## src/rtl/lict_pkg.sv

```systemverilog
package lict_pkg;
   typedef enum logic [2:0] {
      SEL_DIV  = 3'd0,
      SEL_INIT = 3'd1,
      SEL_CUR  = 3'd2,
      SEL_LVT  = 3'd3,
      SEL_CTRL = 3'd4
   } lict_sel_e;

   localparam int unsigned LICT_MAX_EXP = 7;

   // exponent of the power-of-two divide ratio from the scattered 4-bit code
   function automatic logic [2:0] lict_div_exp(input logic [3:0] code);
      return {code[3], code[1:0]} + 3'd1;
   endfunction
endpackage

```

## src/rtl/lict_prescale.sv

```systemverilog
module lict_prescale #(
   parameter int unsigned PS_W = 7
) (
   input  logic       clk,
   input  logic       rst_n,
   input  logic       relatch,
   input  logic [3:0] div_code,
   input  logic       run,
   output logic       tick
);
   import lict_pkg::*;

   if (PS_W < LICT_MAX_EXP) begin : g_bad_width
      $error("lict_prescale: PS_W too small for the largest divide ratio");
   end

   logic [PS_W-1:0] lim_q, cnt_q, lim_nx;

   always_comb begin
      lim_nx = PS_W'((32'd1 << lict_div_exp(div_code)) - 32'd1);
   end

   assign tick = run && (cnt_q == lim_q);

   always_ff @(posedge clk) begin
      if (!rst_n) begin
         lim_q <= '0;
         cnt_q <= '0;
      end else if (relatch) begin
         lim_q <= lim_nx;
         cnt_q <= '0;
      end else if (run) begin
         cnt_q <= (cnt_q == lim_q) ? '0 : cnt_q + 1'b1;
      end
   end
endmodule

```

## src/rtl/lict_down.sv

```systemverilog
module lict_down #(
   parameter int unsigned CNT_W = 32
) (
   input  logic             clk,
   input  logic             rst_n,
   input  logic             restart,
   input  logic [CNT_W-1:0] load_val,
   input  logic [CNT_W-1:0] reload_val,
   input  logic             periodic,
   input  logic             tick,
   output logic [CNT_W-1:0] cur,
   output logic             running,
   output logic             expire
);
   logic [CNT_W-1:0] cur_q;

   assign cur     = cur_q;
   assign running = (cur_q != '0);
   assign expire  = tick && (cur_q == CNT_W'(1));

   always_ff @(posedge clk) begin
      if (!rst_n) begin
         cur_q <= '0;
      end else if (restart) begin
         cur_q <= load_val;
      end else if (tick) begin
         if (expire) cur_q <= periodic ? reload_val : '0;
         else        cur_q <= cur_q - 1'b1;
      end
   end
endmodule

```

## src/rtl/lict_pending.sv

```systemverilog
module lict_pending #(
   parameter int unsigned PEND_W = 4
) (
   input  logic              clk,
   input  logic              rst_n,
   input  logic              clear,
   input  logic              inc,
   input  logic              dec,
   output logic [PEND_W-1:0] cnt
);
   localparam logic [PEND_W-1:0] CNT_MAX = '1;

   if (PEND_W < 1) begin : g_bad_width
      $error("lict_pending: PEND_W must be at least 1");
   end

   logic [PEND_W-1:0] cnt_q;
   assign cnt = cnt_q;

   always_ff @(posedge clk) begin
      if (!rst_n || clear) begin
         cnt_q <= '0;
      end else begin
         unique case ({inc, dec})
            2'b10:   if (cnt_q != CNT_MAX) cnt_q <= cnt_q + 1'b1;
            2'b01:   if (cnt_q != '0)      cnt_q <= cnt_q - 1'b1;
            default: cnt_q <= cnt_q;
         endcase
      end
   end
endmodule

```

## src/rtl/lict_timer.sv

```systemverilog
module lict_timer #(
   parameter int unsigned CNT_W  = 32,
   parameter int unsigned DATA_W = 32,
   parameter int unsigned PEND_W = 4,
   parameter int unsigned VEC_W  = 8,
   parameter int unsigned PS_W   = 7
) (
   input  logic              clk,
   input  logic              rst_n,
   input  logic              wr_en,
   input  logic [2:0]        wr_sel,
   input  logic [DATA_W-1:0] wr_data,
   input  logic [2:0]        rd_sel,
   output logic [DATA_W-1:0] rd_data,
   output logic              intr_req,
   output logic [VEC_W-1:0]  intr_vector,
   input  logic              intr_ack,
   output logic [PEND_W-1:0] pend_count
);
   import lict_pkg::*;

   localparam int unsigned MASK_BIT = VEC_W;
   localparam int unsigned PER_BIT  = VEC_W + 1;

   if (DATA_W < CNT_W) begin : g_bad_cnt
      $error("lict_timer: DATA_W must hold the count");
   end
   if (DATA_W < VEC_W + 2) begin : g_bad_vec
      $error("lict_timer: DATA_W must hold the vector entry");
   end

   logic [3:0]       div_q;
   logic [CNT_W-1:0] init_q;
   logic [VEC_W-1:0] vec_q;
   logic             mask_q, per_q, en_q;

   logic             wr_init, wr_div, wr_lvt, wr_ctrl, ctrl_off;
   logic [CNT_W-1:0] cur_q;
   logic [PEND_W-1:0] pend_q;
   logic             running, tick, expire, deliver;

   assign wr_init  = wr_en && (wr_sel == SEL_INIT);
   assign wr_div   = wr_en && (wr_sel == SEL_DIV);
   assign wr_lvt   = wr_en && (wr_sel == SEL_LVT);
   assign wr_ctrl  = wr_en && (wr_sel == SEL_CTRL);
   assign ctrl_off = wr_ctrl && !wr_data[0];

   always_ff @(posedge clk) begin
      if (!rst_n) begin
         div_q  <= '0;
         init_q <= '0;
         vec_q  <= '0;
         mask_q <= 1'b1;
         per_q  <= 1'b0;
         en_q   <= 1'b0;
      end else begin
         if (wr_div)  div_q  <= wr_data[3:0];
         if (wr_init) init_q <= wr_data[CNT_W-1:0];
         if (wr_lvt) begin
            vec_q  <= wr_data[VEC_W-1:0];
            per_q  <= wr_data[PER_BIT];
            mask_q <= wr_data[MASK_BIT] || !en_q;
         end
         if (wr_ctrl) en_q <= wr_data[0];
         if (ctrl_off) mask_q <= 1'b1;
      end
   end

   lict_prescale #(.PS_W(PS_W)) i_prescale (
      .clk      (clk),
      .rst_n    (rst_n),
      .relatch  (wr_init || expire),
      .div_code (div_q),
      .run      (running),
      .tick     (tick)
   );

   lict_down #(.CNT_W(CNT_W)) i_down (
      .clk        (clk),
      .rst_n      (rst_n),
      .restart    (wr_init),
      .load_val   (wr_data[CNT_W-1:0]),
      .reload_val (init_q),
      .periodic   (per_q),
      .tick       (tick),
      .cur        (cur_q),
      .running    (running),
      .expire     (expire)
   );

   assign intr_req    = (pend_q != '0) && !mask_q;
   assign intr_vector = vec_q;
   assign deliver     = intr_req && intr_ack;
   assign pend_count  = pend_q;

   lict_pending #(.PEND_W(PEND_W)) i_pending (
      .clk   (clk),
      .rst_n (rst_n),
      .clear (wr_init || ctrl_off),
      .inc   (expire),
      .dec   (deliver),
      .cnt   (pend_q)
   );

   always_comb begin
      rd_data = '0;
      unique case (rd_sel)
         SEL_DIV:  rd_data[3:0]       = div_q;
         SEL_INIT: rd_data[CNT_W-1:0] = init_q;
         SEL_CUR:  rd_data[CNT_W-1:0] = cur_q;
         SEL_LVT: begin
            rd_data[VEC_W-1:0] = vec_q;
            rd_data[MASK_BIT]  = mask_q;
            rd_data[PER_BIT]   = per_q;
         end
         SEL_CTRL: rd_data[0] = en_q;
         default:  rd_data = '0;
      endcase
   end
endmodule

```

## config.mk

```make
export PLATFORM = sky130hd
export DESIGN_NAME = lict_timer
export DESIGN_NICKNAME = d
export VERILOG_FILES = /design/src/rtl/lict_pkg.sv /design/src/rtl/lict_prescale.sv /design/src/rtl/lict_down.sv /design/src/rtl/lict_pending.sv /design/src/rtl/lict_timer.sv
export SDC_FILE = /design/constraint.sdc
export NUM_CORES = 1
export LEC_CHECK = 0
export BUFFER_PORTS_ARGS = -buffer_cell sky130_fd_sc_hd__clkbuf_2
export CAP_MARGIN = 20
export CORE_ASPECT_RATIO = 0.75
export CORE_UTILIZATION = 48
export CTS_BUF_LIST = sky130_fd_sc_hd__clkbuf_16
export DETAILED_ROUTE_END_ITERATION = 6
export PLACE_DENSITY = 0.81
export SYNTH_ARGS = -nofsm -noshare
export SYNTH_HDL_FRONTEND = slang
export SYNTH_SLANG_ARGS = --single-unit
export TNS_END_PERCENT = 50
```

## constraint.sdc

```tcl
create_clock -name clk -period 5.2 [get_ports clk]
set_input_delay 0.26 -clock clk [delete_from_list [all_inputs] [get_ports clk]]
set_output_delay 0.26 -clock clk [all_outputs]
set_load 0.02 [all_outputs]
```

==> qor.txt <==
RUN STATUS
-------------------------------------------------------------------------------
Status                                                                completed

LAYOUT
-------------------------------------------------------------------------------
Final Cell Area                                                      6546 sq um
Layout overhead on the synthesized area                                  13.37%
Ratio of cells with drive above 1 in the final layout                    0.1722
Storage element area                                                 1942 sq um
Multi-input logic area                                               3560 sq um
Final layout net count                                                      856
Antenna Cells                                                                 0
Number of filler instances in the final layout                             1127

PWR
-------------------------------------------------------------------------------
Post-layout power                                                      3.464 mW
Static Leakage                                                         2.515 nW
Peak VDD IR                                                            382.5 uV
Power density over cell area                                       529.2 nW/um^2

CLOCKING
-------------------------------------------------------------------------------
CTS Hold Buffers Added                                                        0
Clock tree from TritonCTS                                                 built
Deepest level of the CTS H-tree                                               3
Cts bufs inserted                                                             9
Post-CTS setup repair buffer count                                            0
Maximum root-to-sink buffer count                                             2
# resized after CTS                                                           0
Worst-Skew Late Latency                                                 0.36 ns
Reg clk slew, reported paths                                            0.07 ns
Clock sink count                                                             97
Buffer cell driving the clock tree root                            sky130_fd_sc_hd__clkbuf_16

DRT
-------------------------------------------------------------------------------
Count of unresolved DRC violations after routing                              0
Routed Antenna Nets                                                           0
Wire per inst                                                          18.37 um
Violation count after the first detailed-routing iteration                  702
First-pass DRT Iterations                                                     5
Wire length reported by the detailed router                            17910 um
Via count of the routed design                                             6097
Number of vias per cell                                                   6.253

SYNTHESIS
-------------------------------------------------------------------------------
Share of the yosys chip area belonging to registers                      0.3363
Mapped Nets                                                                 808
Synthesized area per cell                                           7.598 sq um
Number of enable flip-flop cells after synthesis                              0
Total of flip-flops plus latches after synthesis                             97
Library cells used by synthesis                                              67
Netlist Area Pre-Place                                               5774 sq um
Post-Syn Instances                                                          760
Dominant synthesized flop cell                                     sky130_fd_sc_hd__dfxtp_1
Cell types with the largest area share after synthesis             sky130_fd_sc_hd__dfxtp_1 34%, sky130_fd_sc_hd__nand2_1 9.4%, sky130_fd_sc_hd__a21oi_1 6.5%
Post-synth top area cell                                           sky130_fd_sc_hd__dfxtp_1
Leading cell types by count after synthesis                        144 x sky130_fd_sc_hd__nand2_1, 97 x sky130_fd_sc_hd__dfxtp_1, 75 x sky130_fd_sc_hd__a21oi_1, 55 x sky130_fd_sc_hd__nor2_1, 41 x sky130_fd_sc_hd__clkbuf_1
Async S/R FF share, synth                                                     0
Library cell with the highest instance count after synthesis       sky130_fd_sc_hd__nand2_1
Area fraction of the dominant cell type after synthesis                  0.3363
Count of yosys warnings during synthesis                                      0

STA
-------------------------------------------------------------------------------
Slew at the pin closest to its max-slew limit                          1.028 ns
Number of hold violations in the final report                                 0
Hold Slack                                                            0.1362 ns
Count of final setup violators                                                0
Accumulated negative setup slack                                           0 ns
Worst-case headroom to the max-slew limit                                0.3083
Final Cycle Share                                                        0.7188
Max-slew violation count                                                      0
Crit path setup slack, layout                                          1.462 ns
Post-layout minimum cycle time                                         3.738 ns
Final Skew                                                          0.006919 ns
Setup repair after global routing missed its margin                       false
FMAX                                                                 0.2676 GHz

MIN PATH
-------------------------------------------------------------------------------
Type of the worst min-delay path                                   primary input to flop

GLOBAL ROUTING
-------------------------------------------------------------------------------
Vias in the first global route                                             5483
Maximum number of pins on one net before global-route repair                 75
Antenna violations before repair                                              0
Wire length of the first global-routing pass                           28630 um
GRT Residual Overflow                                                         0
GRT Util Overall                                                         0.2922

PLACED DESIGN
-------------------------------------------------------------------------------
Area after detailed placement                                        6259 sq um
Dpl ws                                                                 1.588 ns
Count of input and output buffers                                            86
HPWL after DPL                                                         11970 um
Final RePlAce weighted congestion                                        0.9292

DIE
-------------------------------------------------------------------------------
Top-level port count                                                         87
Height of the die                                                      96.99 um
Core Rows                                                                    34
Width of the chip                                                      128.6 um
Starting density of the core                                             0.4954
Placeable core region                                               11660 sq um
Die ar.                                                             12480 sq um

CRITICAL PATH
-------------------------------------------------------------------------------
Critical path arrival                                                   3.97 ns
Number of cells traversed by the worst register-to-register path             15
CP Class                                                           flop to flop
Setup crit end                                                     i_pending.cnt[2]
Delay of the slowest critical-path stage                                0.62 ns
Worst path cell trace                                              inv_1, ha_1, or4b_2, nor4_1, and2_1, buf_4, a21o_1, xnor2_1, ha_1, inv_1, a31oi_1, and4_1, a211oi_1, o21ai_0, o211ai_1
Destination of the worst register-to-register timing path          i_pending.cnt[2]
Endpoint required time on the critical path                             5.43 ns
Crit end category                                                          flop
Top fanout value on the critical path                                        23
Startpoint types                                                           flop
Launch point of the critical path                                  i_down.cur[0]
Worst-case register-to-register setup slack                             1.46 ns
Cell at the slowest stage of the critical path                     sky130_fd_sc_hd__or4b_2
Critical register-to-register path startpoint                      i_down.cur[0]

JOB
-------------------------------------------------------------------------------
Max Cap Viol                                                                  0

-- critical path: cells and delay by family (launching register included) --
| family | cells | cell delay, ns |
|---|---|---|
| AO/OA/AOI/OAI | 5 | 0.75 |
| adder cells (fa/ha/maj) | 2 | 0.45 |
| flip-flops | 1 | 0.42 |
| AND/OR/NAND/NOR | 4 | 1.42 |
| XOR/XNOR | 1 | 0.14 |
| buffers and inverters | 3 | 0.42 |
-- cells in the final DEF, fill, tap and decap left out, drive strengths merged, types with 11 or more instances in the layout --
cell type / Yosys / routed
buf: 19 / 11
and2: 13 / 13
a221oi: 11 / 11
a22o: 22 / 22
xor2: 14 / 14
o21ai: 23 / 23
o22ai: 19 / 19
nand2: 144 / 144
nor3: 17 / 17
nand3: 24 / 24
clkbuf: 41 / 95
a211oi: 17 / 17
nor4: 13 / 13
nor2: 55 / 55
inv: 11 / 12
a21oi: 76 / 76
dfxtp: 97 / 97
-- cell type report --
type / count / area share
Multi-Input combinational cell: 592 / 0.5438
Clock buffer: 9 / 0.03440
Clock inverter: 7 / 0.009557
Timing Repair Buffer: 97 / 0.07836
Sequential cell: 97 / 0.2966
Tap cell: 162 / 0.03096
Inverter: 11 / 0.006307
-- layer usage --
metal	track usage	share of wire	vias up
met1	0.4281	0.45	2841
met2	0.4179	0.42	355
met4	0.1095	0.021	0
li1	-	-	2864
met3	0.05808	0.11	37
met5	0	0	-
-- sequential cells by signal (all words and copies together) (netlist names) --
name and count:
mask_q 1, intr_vector 8, div_q 4, per_q 1
init_q 32, i_pending.cnt 4, i_prescale.lim_q 7, i_prescale.cnt_q 7
en_q 1, i_down.cur 32
-- power by group --
group / internal, mW / switching, mW / leakage, nW
Clock: 0.368 / 0.300 / 0.140
Combinational: 0.598 / 1.16 / 1.59
Sequential: 0.864 / 0.169 / 0.787
Total: 1.83 / 1.63 / 2.52
-- through the flow --
| stage | std cells | utilization |
|---|---|---|
| detailed placement | 959 | 0.5369 |
| floorplan | 760 | - |
| global route | 975 | 0.5616 |
| CTS | 975 | 0.5616 |
| global placement | 959 | 0.5369 |
| finish | 975 | 0.5616 |
-- worst min path at each step --
stage	cells past startpoint	to	from
4_1_cts	3	init_q[29]	wr_data[29]
3_3_place_gp	2	i_prescale.lim_q[0]	i_prescale.lim_q[0]
2_1_floorplan	2	i_down.cur[16]	wr_data[16]
5_1_grt	3	init_q[29]	wr_data[29]
3_5_place_dp	2	i_prescale.lim_q[0]	i_prescale.lim_q[0]
6_report	3	init_q[31]	wr_data[31]
-- cell families after synthesis --
family | after synthesis | synth area share
AO/OA/AOI/OAI | 219 | 0.2514
XOR/XNOR | 17 | 0.02579
adder cells (fa/ha/maj) | 6 | 0.01300
buffers and inverters | 71 | 0.05071
flip-flops | 97 | 0.3363
multiplexers | 20 | 0.04269
AND/OR/NAND/NOR | 330 | 0.2802
(Power assumes the default switching activity.)
